[config.mk]
export PLATFORM = sky130hd
export DESIGN_NAME = trapret_unit
export DESIGN_NICKNAME = d
export VERILOG_FILES = /design/src/rtl/trapret_pkg.sv /design/src/rtl/trapret_pc_select.sv /design/src/rtl/trapret_legality.sv /design/src/rtl/trapret_status_calc.sv /design/src/rtl/trapret_unit.sv
export SDC_FILE = /design/constraint.sdc
export NUM_CORES = 1
export LEC_CHECK = 0
export ABC_AREA = 0
export BUFFER_PORTS_ARGS = -buffer_cell sky130_fd_sc_hd__buf_2
export CORE_AREA = 5 5 142 144
export CTS_BUF_LIST = sky130_fd_sc_hd__clkbuf_4
export DETAILED_ROUTE_END_ITERATION = 12
export DIE_AREA = 0 0 147 149
export GPL_ROUTABILITY_DRIVEN = 1
export PLACE_DENSITY = 0.74
export SYNTH_ARGS = -nofsm -noshare
export SYNTH_HDL_FRONTEND = slang
export SYNTH_SLANG_ARGS = --single-unit
export TNS_END_PERCENT = 10
[constraint.sdc]
create_clock -name clk -period 1.7 [get_ports clk]
set_clock_uncertainty 0.15 [all_clocks]
set_input_delay 0.34 -clock clk [delete_from_list [all_inputs] [get_ports clk]]
set_output_delay 0.34 -clock clk [all_outputs]
set_load 0.01 [all_outputs]
[src/rtl/trapret_pkg.sv]
package trapret_pkg;
  localparam int STAT_W = 64;

  localparam logic [1:0] PRIV_U = 2'd0;
  localparam logic [1:0] PRIV_S = 2'd1;
  localparam logic [1:0] PRIV_M = 2'd3;

  // machine status bit positions (decoded by neighbouring logic)
  localparam int B_SIE  = 1;
  localparam int B_MIE  = 3;
  localparam int B_SPIE = 5;
  localparam int B_MPIE = 7;
  localparam int B_SPP  = 8;
  localparam int B_MPP0 = 11;
  localparam int B_MPP1 = 12;
  localparam int B_MPRV = 17;
  localparam int B_TSR  = 22;
  localparam int B_MPV  = 39;

  // hypervisor status bit positions
  localparam int B_SPV  = 7;
  localparam int B_VTSR = 22;

  localparam int CODE_W = 5;
  localparam logic [CODE_W-1:0] EXC_MISALIGN = 5'd0;
  localparam logic [CODE_W-1:0] EXC_ILLEGAL  = 5'd2;
  localparam logic [CODE_W-1:0] EXC_VIRT     = 5'd22;

  typedef struct packed {
    logic                fault;
    logic [CODE_W-1:0]   code;
  } trap_t;
endpackage

[src/rtl/trapret_pc_select.sv]
module trapret_pc_select #(
  parameter int XLEN = 32
) (
  input  logic            is_mret,
  input  logic [XLEN-1:0] sepc,
  input  logic [XLEN-1:0] mepc,
  output logic [1:0]      low_bits,
  output logic [XLEN-1:0] target
);
  logic [XLEN-1:0] chosen;

  always_comb begin
    chosen   = is_mret ? mepc : sepc;
    low_bits = chosen[1:0];
    target   = {chosen[XLEN-1:1], 1'b0};
  end
endmodule

[src/rtl/trapret_legality.sv]
module trapret_legality
  import trapret_pkg::*;
(
  input  logic       is_mret,
  input  logic [1:0] cur_priv,
  input  logic       cur_virt,
  input  logic       tsr,
  input  logic       vtsr,
  input  logic       rvc_ok,
  input  logic [1:0] pc_low,
  output trap_t      verdict
);
  logic misaligned;

  always_comb begin
    misaligned = !rvc_ok && (pc_low != 2'b00);
    verdict    = '{fault: 1'b0, code: EXC_MISALIGN};
    if (is_mret) begin
      if (cur_priv != PRIV_M)
        verdict = '{fault: 1'b1, code: EXC_ILLEGAL};
      else if (misaligned)
        verdict = '{fault: 1'b1, code: EXC_MISALIGN};
    end else begin
      if (cur_priv < PRIV_S)
        verdict = '{fault: 1'b1, code: EXC_ILLEGAL};
      else if (misaligned)
        verdict = '{fault: 1'b1, code: EXC_MISALIGN};
      else if (tsr && (cur_priv < PRIV_M))
        verdict = '{fault: 1'b1, code: EXC_ILLEGAL};
      else if (cur_virt && vtsr)
        verdict = '{fault: 1'b1, code: EXC_VIRT};
    end
  end
endmodule

[src/rtl/trapret_status_calc.sv]
module trapret_status_calc
  import trapret_pkg::*;
(
  input  logic              is_mret,
  input  logic              cur_virt,
  input  logic              u_present,
  input  logic              h_present,
  input  logic [STAT_W-1:0] mstat,
  input  logic [STAT_W-1:0] hstat,
  output logic [STAT_W-1:0] mstat_nxt,
  output logic [STAT_W-1:0] hstat_nxt,
  output logic [1:0]        prev_priv,
  output logic              prev_virt,
  output logic              swap
);
  logic [1:0] saved_mpp;
  logic       leaves_m;

  always_comb begin
    saved_mpp = {mstat[B_MPP1], mstat[B_MPP0]};
    leaves_m  = (saved_mpp != PRIV_M);
    mstat_nxt = mstat;
    hstat_nxt = hstat;
    prev_priv = PRIV_U;
    prev_virt = cur_virt;
    swap      = 1'b0;
    if (is_mret) begin
      prev_priv         = saved_mpp;
      prev_virt         = mstat[B_MPV] && leaves_m;
      mstat_nxt[B_MIE]  = mstat[B_MPIE];
      mstat_nxt[B_MPIE] = 1'b1;
      mstat_nxt[B_MPP1] = !u_present;
      mstat_nxt[B_MPP0] = !u_present;
      mstat_nxt[B_MPV]  = 1'b0;
      if (leaves_m)
        mstat_nxt[B_MPRV] = 1'b0;
      swap = h_present && prev_virt;
    end else begin
      prev_priv         = mstat[B_SPP] ? PRIV_S : PRIV_U;
      mstat_nxt[B_SIE]  = mstat[B_SPIE];
      mstat_nxt[B_SPIE] = 1'b1;
      mstat_nxt[B_SPP]  = 1'b0;
      mstat_nxt[B_MPRV] = 1'b0;
      if (h_present && !cur_virt) begin
        prev_virt        = hstat[B_SPV];
        hstat_nxt[B_SPV] = 1'b0;
        swap             = hstat[B_SPV];
      end
    end
  end
endmodule

[src/rtl/trapret_unit.sv]
module trapret_unit
  import trapret_pkg::*;
#(
  parameter int XLEN = 32
) (
  input  logic              clk,
  input  logic              rst,
  input  logic              req_valid,
  input  logic              req_is_mret,
  input  logic [1:0]        cur_priv,
  input  logic              cur_virt,
  input  logic [63:0]       mstat_in,
  input  logic [63:0]       hstat_in,
  input  logic [XLEN-1:0]   sepc,
  input  logic [XLEN-1:0]   mepc,
  input  logic              rvc_ok,
  input  logic              u_present,
  input  logic              h_present,
  output logic              done,
  output logic              exc_valid,
  output logic [4:0]        exc_code,
  output logic [63:0]       mstat_out,
  output logic [63:0]       hstat_out,
  output logic [1:0]        new_priv,
  output logic              new_virt,
  output logic [XLEN-1:0]   ret_pc,
  output logic              bank_swap
);
  logic [1:0]        pc_low;
  logic [XLEN-1:0]   target;
  trap_t             verdict;
  logic [STAT_W-1:0] mstat_nxt, hstat_nxt;
  logic [1:0]        prev_priv;
  logic              prev_virt, swap;
  logic              commit;

  trapret_pc_select #(.XLEN(XLEN)) u_pc (
    .is_mret (req_is_mret),
    .sepc    (sepc),
    .mepc    (mepc),
    .low_bits(pc_low),
    .target  (target)
  );

  trapret_legality u_legal (
    .is_mret (req_is_mret),
    .cur_priv(cur_priv),
    .cur_virt(cur_virt),
    .tsr     (mstat_in[B_TSR]),
    .vtsr    (hstat_in[B_VTSR]),
    .rvc_ok  (rvc_ok),
    .pc_low  (pc_low),
    .verdict (verdict)
  );

  trapret_status_calc u_stat (
    .is_mret  (req_is_mret),
    .cur_virt (cur_virt),
    .u_present(u_present),
    .h_present(h_present),
    .mstat    (mstat_in),
    .hstat    (hstat_in),
    .mstat_nxt(mstat_nxt),
    .hstat_nxt(hstat_nxt),
    .prev_priv(prev_priv),
    .prev_virt(prev_virt),
    .swap     (swap)
  );

  assign commit = req_valid && !verdict.fault;

  always_ff @(posedge clk) begin
    if (rst) begin
      done      <= 1'b0;
      exc_valid <= 1'b0;
      exc_code  <= '0;
      mstat_out <= '0;
      hstat_out <= '0;
      new_priv  <= PRIV_M;
      new_virt  <= 1'b0;
      ret_pc    <= '0;
      bank_swap <= 1'b0;
    end else begin
      done      <= commit;
      exc_valid <= req_valid && verdict.fault;
      bank_swap <= commit && swap;
      if (req_valid && verdict.fault)
        exc_code <= verdict.code;
      if (commit) begin
        mstat_out <= mstat_nxt;
        hstat_out <= hstat_nxt;
        new_priv  <= prev_priv;
        new_virt  <= prev_virt;
        ret_pc    <= target;
      end
    end
  end
endmodule

==> results of run 1 <==
[registers in the layout, summed over array words and instances, names as in the netlist]
register and count:
bank_swap 1, done 1, exc_code 2, exc_valid 1
hstat_out 64, mstat_out 64, new_priv 2, new_virt 1
ret_pc 31
[metrics by stage]
| step | instances | instance area [um^2] | setup TNS (ns) | hold WS (ns) |
|---|---|---|---|---|
| 2_1_floorplan | 820 | 7470 | -2.22 | 0.339 |
| 3_3_place_gp | 1408 | 10300 | -39.07 | 0.297 |
| 3_5_place_dp | 1408 | 10300 | -41.46 | 0.303 |
| 4_1_cts | 1630 | 12500 | 0 | 0.00212 |
| 5_1_grt | 1632 | 12500 | 0 | 0.0138 |
| 6_report | 1633 | 12500 | -0.00320 | 0.0700 |
[worst reg2reg max path: cells and delay by family (launching register included)]
kind	cells	cell delay [ns]
compound gates	1	0.40
flops	1	0.38
buf+inv	1	0.06
[area by class of cell]
class | instances | area, um^2 | area share, %
clock inverters | 13 | 121 | 0.973
multi-input cells | 525 | 3540 | 28.4
clock buffers | 18 | 135 | 1.08
well taps | 234 | 293 | 2.35
repair buffers | 669 | 5020 | 40.2
flip-flops and latches | 167 | 3350 | 26.8
inverters | 4 | 15.0 | 0.120
diodes | 3 | 7.51 | 0.0602
[repair_timing]
action,in CTS,in global routing
setup endpoints to repair,1,6
gates cloned,0,0
endpoints found under the hold margin,160,0
resized for setup,1,5
hold buffers,191,0
setup buffers,0,0
[report_power, final]
part / switching [uW] / internal (uW) / total (uW)
registers: 84.2 / 4060 / 4140
clock network: 1550 / 749 / 2300
logic: 1180 / 1130 / 2300
[cell usage after synthesis, types with 2 or more instances]
library cell  instances  area (um^2)
buf_4                 9         67.6
buf_1                 8         30.0
mux2i_1              38          380
a21oi_1             122          611
dfxtp_1             167         3340
a21bo_2               2         20.0
mux2_2                2         22.5
nand2_1               5         18.8
nor3_1                3         15.0
a31oi_1              40          250
nand2b_1              7         43.8
clkbuf_1             44          165
nand4_1             119          744
a311oi_1              3         26.3
nor2_1                8         30.0
buf_2                63          315
a211oi_1             36          270
inv_1                 4         15.0
o31ai_1             118          886
nor2b_1               3         18.8
[per-layer routing]
| metal | GRT usage, % | routed length, um |
|---|---|---|
| met5 | 0 | 0 |
| met1 | 33.5 | 12300 |
| met3 | 8.96 | 3680 |
| met2 | 51.0 | 16600 |
| met4 | 19.6 | 2430 |
[path summary, 6_finish.rpt]
kind	slack (ns)	startpoint	to
hold reg to reg	0.32	hstat_out[32]	hstat_out[32]
setup / recovery	-0.003	sepc[27]	ret_pc[27]
hold / removal	0.07	req_valid	done
setup reg to reg	0.60	exc_code[2]	exc_code[2]
[layout by cell type (no fill, tap or decap), drive strengths merged, types with 3 or more instances in the layout]
cell type,n
nand4,119
clkinvlp,4
nand2b,7
dlygate4sd3,191
nor2,8
nand2,5
a21oi,122
diode,3
dfxtp,167
conb,3
clkinv,4
clkbuf,18
nor3,4
a31oi,40
inv,8
buf,478
o31ai,118
nor2b,3
a211oi,37
a311oi,3
mux2i,38
[kinds of logic (layout without fill, tap and decap cells)]
| kind of cell | after synthesis | count (layout) | share of synthesized area (%) |
|---|---|---|---|
| other cells | 1 | 6 | 0.0506 |
| flops | 167 | 167 | 45.1 |
| simple gates | 153 | 153 | 12.7 |
| compound gates | 329 | 329 | 28.7 |
| mux | 40 | 40 | 5.44 |
| buf+inv | 128 | 704 | 8.00 |
==> reports/results.tsv, run 1 <==
metric	value	unit
launching element type of the critical path	input pin	
largest fanout of any net on the critical path	2	
die boundary width	147	um
depth of the worst hold-timing path	4	
total number of clock tree sinks	167	
clock root buffer	clkbuf_4	
DRC violation count after routing	0	
final core occ	67.2	%
Layout Nets	1586	
Final Setup Violations	1	
final-report max-slew violation count	0	
unrepaired setup endpoints after global routing	false	
most common cell type on the critical path	dlygate4sd3_1	
detail-routed net length per standard cell	21.4	um
number of different library cells in the post-synthesis netlist	37	
global-route congestion overflow total	0	
clk buf depth	2	
largest voltage drop on the vdd net	428	uV
worst endpoint data arrival time	2.00	ns
number of rows in the core area	50	
violated checks	negative setup slack	
pre-CTS setup slack	-0.317	ns
Max Clock Freq	587	MHz
antenna violations before repair	2	
number of maximum-capacitance violations	0	
final clock period utilization by the worst path	100	%
cell count after synthesis	818	
yosys synthesis warning count	0	
antenna viol nets, final	0	
aggregate routed wire length	35000	um
insertion delay of the later-clocked pin in the worst-skew pair	0.55	ns
count of state elements after synthesis	167	
Initial Utilization	39.9	%
growth of design area from synthesis to finish	68.4	%
Worst path slowest cell	dlygate4sd3_1	
hpwl dp	20600	um
Levels on crit path	5	
outcome	complete, but fails checks	
number of flops mapped to enable cells by yosys	0	
count of fill cells added during filler insertion	1340	
ratio of routed vias to standard cells	6.08	
worst-case reg-to-reg path depth	2	
mapped cell area	7410	um^2
pin count of the biggest net entering global routing	56	
static leakage	0.00542	uW
ys async rst share	0	%
die span in y	149	um
Overall Global Routing Usage	30.3	%
number of iterations in the first detailed-routing pass	5	
Power, Total	8740	uW
number of buffers and inverters on the critical path	3	
Syn Area/Cell	9.06	um^2
Tightest Hold Check Type	input pin to flip-flop	
number of buffers created by CTS	17	
minimum clock period after layout	1.70	ns
clock tree from TritonCTS	built	
peak per-stage delay on the critical path	0.59	ns
Worst Path Required	2.00	ns
category of the critical setup timing path	input pin to flip-flop	
CP delay by family, top	buffers and inverters	
fraction of final layout cells sized beyond drive strength 1	37.8	%
CP Cell Sequence	dlygate4sd3_1, buf_2, mux2i_1, dlygate4sd3_1, a211oi_1	
clock-pin slew reported for the worst setup and hold paths after clock tree synthesis	0.17	ns
top flip-flop cell by instance count after synthesis	dfxtp_1	
first-pass GRT wire length	53700	um
cell area power density	700	nW/um^2
GPL Wtd Cong	0.894	
number of failing hold endpoints at the final stage	0	
count of pins on the block boundary	373	
share of the yosys chip area belonging to registers	45.1	%
worst-case setup margin in the final layout	-0.00320	ns
type of destination of the critical path	flip-flop	
CTS H-tree lvls	4	
vias in the first global route	9972	
via count	9921	
Core Area	18600	um^2
violation count after the first detailed-route iteration	867	
number of buffers added on ports	369	
Total Die Area	21900	um^2
Note: power is estimated with default switching activity, not from simulation.
==> run 2: changes to the inputs <==
Settings changed: CORE_AREA 5 5 142 144 to 5 5 143 145, CTS_BUF_LIST sky130_fd_sc_hd__clkbuf_4 to unset, DIE_AREA 0 0 147 149 to 0 0 148 150, GPL_TIMING_DRIVEN set to 0, PLACE_DENSITY 0.74 to 0.73.
==> run 2 against run 1 <==
Compared with the run above:
- the flow still finishes with violations (negative setup slack)
- global-route usage shrank 4.8 points
- die area grew 1.4%
- critical endpoint is now hstat_out[51]
- critical path depth grew 3
==> reports/results.tsv, run 2 (synthesized netlist as in run 1, its figures left out) <==
metric	value	unit	change
outcome	complete, but fails checks		unchanged
violated checks	negative setup slack		unchanged
largest voltage drop on the vdd net	640	uV	was 428 uV
launching element type of the critical path	input pin		unchanged
final-report max-slew violation count	0		unchanged
Max Clock Freq	586	MHz	was 587 MHz
CTS H-tree lvls	4		unchanged
largest fanout of any net on the critical path	10		was 2
Tightest Hold Check Type	input pin to flip-flop		unchanged
Overall Global Routing Usage	25.5	%	was 30.3%
clock root buffer	clkbuf_16		was clkbuf_4
via count	8466		was 9921
hpwl dp	22100	um	was 20600 um
first-pass GRT wire length	45200	um	was 53700 um
clock-pin slew reported for the worst setup and hold paths after clock tree synthesis	0.07	ns	was 0.17 ns
Worst Path Required	1.85	ns	was 2.00 ns
DRC violation count after routing	0		unchanged
antenna viol nets, final	0		unchanged
fraction of final layout cells sized beyond drive strength 1	40.9	%	was 37.8%
number of iterations in the first detailed-routing pass	5		unchanged
clock tree from TritonCTS	built		unchanged
die span in y	150	um	was 149 um
Sequential Power Share	43.1	%	was 47.4%
Layout Nets	1414		was 1586
worst-case setup margin in the final layout	-0.00573	ns	was -0.00320 ns
vias in the first global route	8294		was 9972
Int Power	6740	uW	was 5930 uW
sw frac	29.6	%	was 32.1%
antenna diode instance count	0		was 3
final clock period utilization by the worst path	100	%	about the same
most frequent cells in the layout	buf_2, dfxtp_1, a21oi_1		was buf_2, dlygate4sd3_1, dfxtp_1
static leakage	0.00452	uW	was 0.00542 uW
minimum clock period after layout	1.71	ns	was 1.70 ns
insertion delay of the later-clocked pin in the worst-skew pair	0.43	ns	was 0.55 ns
number of rows in the core area	51		was 50
growth of design area from synthesis to finish	39.0	%	was 68.4%
category of the critical setup timing path	input pin to flip-flop		unchanged
global-route congestion overflow total	0		unchanged
type of destination of the critical path	flip-flop		unchanged
post-place instance area	9610	um^2	was 10300 um^2
leading cell type in the layout, fill and taps excluded	buf_2		unchanged
worst endpoint data arrival time	1.85	ns	was 2.00 ns
measured slew at the worst slew-check pin	0.755	ns	
number of failing hold endpoints at the final stage	0		unchanged
switching component of the power	2840	uW	was 2810 uW
GPL Wtd Cong	0.904		was 0.894
fraction of power consumed by combinational cells	17.1	%	was 26.3%
cell area power density	930	nW/um^2	was 700 nW/um^2
number of buffers created by CTS	17		unchanged
total number of clock tree sinks	167		unchanged
Initial Utilization	38.8	%	was 39.9%
aggregate routed wire length	29900	um	was 35000 um
number of maximum-capacitance violations	0		unchanged
number of buffers added on ports	368		was 369
count of fill cells added during filler insertion	1825		was 1340
violation count after the first detailed-route iteration	570		was 867
Core Area	19100	um^2	was 18600 um^2
largest registers	hstat_out (64), mstat_out (64), ret_pc (31)		unchanged
post-route cell area	10300	um^2	was 12500 um^2
die boundary width	148	um	was 147 um
Final Setup Violations	1		unchanged
ratio of routed vias to standard cells	5.79		was 6.08
unrepaired setup endpoints after global routing	true		was false
antenna violations before repair	0		was 2
Slew Limit Headroom	49.7	%	
detail-routed net length per standard cell	20.4	um	was 21.4 um
share of power burned in the clock network	39.8	%	was 26.3%
Total Die Area	22200	um^2	was 21900 um^2
clk buf depth	2		unchanged
flop-to-flop setup slack	0.65	ns	was 0.60 ns
count of pins on the block boundary	373		unchanged
Setup TNS	-0.00573	ns	was -0.00320 ns
pin count of the biggest net entering global routing	17		was 56
[run 2: cell count changes in the layout (fill, tap and decap cells not counted), moves of 13 or more]
cell           before  now
buf_4              75   19
clkbuf_16           0   17
clkbuf_1            0   28
buf_2             368  411
dlygate4sd3_1     191    4
clkbuf_2            0   20
buf_12             35    1
clkbuf_4           18    5
[run 2: power by group through the flow]
stage	clock, uW	combinational, uW	sequential, uW
after global routing	4040	1770	4140
final	3810	1640	4130
after CTS	3850	1610	4130
after floorplan	0	807	4270
after global placement	0	1580	4210
after detailed placement	0	1590	4210
[run 2: metal layers]
| layer | global-route usage (%) | routed length, um |
|---|---|---|
| met4 | 8.41 | 708 |
| met5 | 0 | 0 |
| met2 | 44.1 | 14600 |
| met3 | 5.97 | 2560 |
| met1 | 31.4 | 11900 |
[run 2: layout make-up]
type                       count  area, um^2  area share [%]
buffer                       124         672            6.52
clock buffer                  20         447            4.34
clock inverter                12         118            1.14
inverter                       4        15.0           0.146
multi-input combinational    525        3500            34.0
sequential                   167        3340            32.5
tap                          238         298            2.89
timing repair buffer         373        1900            18.5
[run 2: worst paths after layout]
| kind | start | end | depth (start not counted) |
|---|---|---|---|
| worst min register to register | mstat_out[49] | mstat_out[49] | 2 |
| worst max-delay path | mstat_in[22] | hstat_out[51] | 8 |
| worst max register to register | exc_code[2] | exc_code[2] | 2 |
| worst min-delay path | mstat_in[6] | mstat_out[6] | 3 |
[run 2: stage by stage]
stage	hold WS (ns)	utilization (%)	worst slack (ns)	power, uW	std cells
after CTS	0.000161	53.5	0.00458	9580	1461
after global placement	0.296	50.4	-0.746	5790	1426
after global routing	0.00581	54.0	-0.0563	9950	1463
final	0.0126	54.0	-0.00573	9580	1463
after detailed placement	0.303	50.4	-0.748	5800	1426
after floorplan	0.339	-	-0.0220	5080	820
[run 2: worst max-delay path, cell delays in order]
cell	delay (ns)
buf_2	0.15
a21bo_2	0.20
nand3_1	0.16
buf_6	0.21
buf_4	0.18
clkbuf_4	0.20
o31ai_1	0.31
a21oi_1	0.11
[run 2: repair_timing]
item | 4_1_cts | 5_1_grt
hold endpoints to repair | 3 | 1
buffers inserted | 0 | 1
gates resized for setup | 9 | 35
pin swaps | 0 | 1
gates cloned | 0 | 0
hold buffers | 3 | 1
setup endpoints to repair | 111 | 150
==> run 3: changes to the inputs <==
Settings changed: ABC_AREA 0 to 1, CORE_AREA 5 5 143 145 to unset, CORE_ASPECT_RATIO set to 1.5, CORE_MARGIN set to 5, CORE_UTILIZATION set to 44, DIE_AREA 0 0 148 150 to unset, PLACE_DENSITY 0.73 to 0.77, SETUP_SLACK_MARGIN set to 0.02, SYNTH_HIERARCHICAL set to 1.
==> run 3 against run 2 <==
Compared with the run above:
- core utilization grew 5.3 points
- setup slack gained 0.020 ns
- first-iteration DRC count shrank 19%
- sequential power grew 7.3%
- register-to-register slack gained 0.26 ns
- final area grew 14%
- non-clock buffer count shrank 22
- critical path type unchanged
- via count grew 5.2%
- the flow now finishes without violations
- largest power group unchanged
- power grew 11%
- critical path depth grew 7
- global-route usage shrank 2.4 points
==> reports/results.tsv, run 3 <==
metric	value	unit	change
cell count after synthesis	1367		was 818
number of buffers created by CTS	17		unchanged
area share of the leading cell type in the synthesized netlist	38.7	%	was 45.1%
insertion delay of the later-clocked pin in the worst-skew pair	0.43	ns	about the same
category of the critical setup timing path	input pin to flip-flop		unchanged
count of pins on the block boundary	373		unchanged
number of rows in the core area	63		was 51
fraction of final layout cells sized beyond drive strength 1	32.4	%	was 40.9%
via count	8903		was 8466
Setup TNS	0	ns	was -0.00573 ns
metal1 wirelength	10400	um	was 11900 um
leading cell type in the layout, fill and taps excluded	nor2_1		was buf_2
top sig layer	met4		unchanged
top flip-flop cell by instance count after synthesis	dfxtp_1		unchanged
total length of routed met2 wires	14700	um	was 14600 um
type of destination of the critical path	flip-flop		unchanged
growth of design area from synthesis to finish	32.6	%	was 39.0%
most numerous cell in the Yosys netlist	nor2_1		was dfxtp_1
vias in the first global route	8566		was 8294
number of flops mapped to enable cells by yosys	0		unchanged
Syn Area/Cell	6.47	um^2	was 9.06 um^2
# hold bufs at CTS	0		was 3
Tightest Hold Check Type	input pin to flip-flop		unchanged
peak per-stage delay on the critical path	0.16	ns	was 0.31 ns
Slew Limit Headroom	61.3	%	was 49.7%
post-route cell area	11700	um^2	was 10300 um^2
ratio of routed vias to standard cells	4.61		was 5.79
detail-routed net length per standard cell	14.7	um	was 20.4 um
CTS H-tree lvls	4		unchanged
largest registers	hstat_out (64), mstat_out (64), ret_pc (32)		was hstat_out (64), mstat_out (64), ret_pc (31)
Final Setup Violations	0		was 1
outcome	completed		was complete, but fails checks
count of state elements after synthesis	171		was 167
largest voltage drop on the vdd net	619	uV	was 640 uV
top cells by area, synth	dfxtp_1, nor2_1, nand2_1		was dfxtp_1, o31ai_1, nand4_1
number of buffers added on ports	254		was 368
hpwl dp	21400	um	was 22100 um
worst-case setup margin in the final layout	0.0145	ns	was -0.00573 ns
worst-case reg-to-reg path depth	2		unchanged
violation count after the first detailed-route iteration	461		was 570
number of different library cells in the post-synthesis netlist	25		was 37
share of the yosys chip area belonging to registers	38.7	%	was 45.1%
final-report max-slew violation count	0		unchanged
minimum clock period after layout	1.69	ns	was 1.71 ns
area occupied by multi-input gates	3490	um^2	was 3500 um^2
Overall Global Routing Usage	23.1	%	was 25.5%
antenna diode instance count	0		unchanged
DRC violation count after routing	0		unchanged
depth of the worst hold-timing path	2		was 3
largest fanout of any net on the critical path	6		was 10
Placed Instances	1882		was 1426
number of iterations in the first detailed-routing pass	5		unchanged
static leakage	0.00664	uW	was 0.00452 uW
clock-pin slew reported for the worst setup and hold paths after clock tree synthesis	0.06	ns	was 0.07 ns
total number of clock tree sinks	171		was 167
Worst Path Required	1.91	ns	was 1.85 ns
Initial Utilization	44.7	%	was 38.8%
combined flip-flop and latch cell area	3420	um^2	was 3340 um^2
Final Non-Filler Cells	1930		was 1463
ys async rst share	0	%	unchanged
Power, Total	10600	uW	was 9580 uW
most numerous cell types in the synthesized netlist	nor2_1, nand2_1, nand3_1		was dfxtp_1, a21oi_1, nand4_1
Core Area	19800	um^2	was 19100 um^2
Max Clock Freq	593	MHz	was 586 MHz
Total Die Area	23100	um^2	was 22200 um^2
clock tree from TritonCTS	built		unchanged
mapped cell area	8850	um^2	was 7410 um^2
clock root buffer	clkbuf_16		unchanged
clk buf depth	2		unchanged
final clock period utilization by the worst path	99.1	%	was 100%
met3 wire length	2160	um	was 2560 um
pre-CTS setup slack	-0.867	ns	was -0.748 ns
worst endpoint data arrival time	1.90	ns	was 1.85 ns
post-place instance area	10700	um^2	was 9610 um^2
Worst path slowest cell	buf_12		was o31ai_1
most frequent cells in the layout	nor2_1, buf_2, nand2_1		was buf_2, dfxtp_1, a21oi_1
aggregate routed wire length	28400	um	was 29900 um
number of failing hold endpoints at the final stage	0		unchanged
unrepaired setup endpoints after global routing	true		unchanged
global-route congestion overflow total	0		unchanged
antenna violations before repair	0		unchanged
top cell type by total area after synthesis	dfxtp_1		unchanged
launching element type of the critical path	input pin		unchanged
measured slew at the worst slew-check pin	0.581	ns	was 0.755 ns
yosys synthesis warning count	6		was 0
die span in y	184	um	was 150 um
Layout Nets	1860		was 1414
antenna viol nets, final	0		unchanged
first-pass GRT wire length	42500	um	was 45200 um
die boundary width	126	um	was 148 um
number of maximum-capacitance violations	0		unchanged
CP Cell Sequence	buf_16, clkbuf_16, nand2_4, nand2_4, inv_4, a21oi_4, nor2_1, nand2_1, buf_6, nor2_4, buf_12, clkbuf_16, clkbuf_16, nor2_1, nor2_1		was buf_2, a21bo_2, nand3_1, buf_6, buf_4, clkbuf_4, o31ai_1, a21oi_1
pin count of the biggest net entering global routing	17		unchanged
count of fill cells added during filler insertion	1911		was 1825
cell area power density	904	nW/um^2	was 930 nW/um^2
GPL Wtd Cong	0.874		was 0.904
[run 3: cell count changes after synthesis, sizes merged, moves of 118 or more]
cell | before | now
buf | 80 | 200
inv | 4 | 178
nand2 | 5 | 290
nand3 | 1 | 177
nand4 | 119 | 1
nor2 | 8 | 330
o31ai | 118 | 0
[run 3: final timing paths]
check | endpoint | slack, ns | startpoint
worst max-delay path | mstat_out[26] | 0.01 | req_is_mret
worst min-delay path | bank_swap | 0.05 | rst
worst max register to register | exc_code[4] | 0.91 | exc_code[4]
worst min register to register | new_priv[1] | 0.31 | new_priv[1]
[run 3: final cells by class]
cell class / instances / share of cell area [%]
Buffer: 202 / 13.6
Tap cell: 260 / 2.77
Inverter: 178 / 5.85
Sequential cell: 171 / 29.2
Clock inverter: 11 / 1.01
Multi-Input combinational cell: 815 / 29.7
Clock buffer: 20 / 3.98
Timing Repair Buffer: 273 / 13.8
[run 3: metrics by stage]
step                      hold WS (ns)  utilization (%)
after global placement           0.287             53.8
after global routing            0.0486             59.3
final                           0.0513             59.3
after detailed placement         0.300             53.8
after floorplan                  0.336                -
after CTS                       0.0354             57.1
[run 3: per-layer routing]
| layer | global-route usage, % | vias up |
|---|---|---|
| met3 | 6.83 | 70 |
| met4 | 10.7 | 0 |
| met2 | 42.1 | 340 |
| met5 | 0 | - |
| met1 | 24.3 | 3969 |
| li1 | - | 4524 |
[run 3: repair_timing]
item                       in CTS  in global routing
gates resized for setup        11                 45
setup buffers                   5                  4
setup endpoints to repair     171                146
gates cloned                    0                 10
pin swaps                       2                 68
hold endpoints to repair        0                  0
[run 3: critical path, delay by kind of cell]
kind / cells / cell delay (ns)
buffers and inverters: 7 / 0.92
and+or+nand+nor: 7 / 0.57
AOI/OAI and AO/OA: 1 / 0.06
[run 3: report_power, final]
group	total [uW]	switching, uW	internal, uW
combinational	2260	1230	1040
clock	3910	1650	2270
sequential	4430	141	4290
[run 3: kinds of logic after synthesis]
family                 count (synthesis)  synth area share (%)
AO/OA/AOI/OAI                         11                 0.693
flip-flops                           171                  38.7
other                                  2                0.0849
AND/OR/NAND/NOR                      801                  37.1
buffers and inverters                382                  23.5
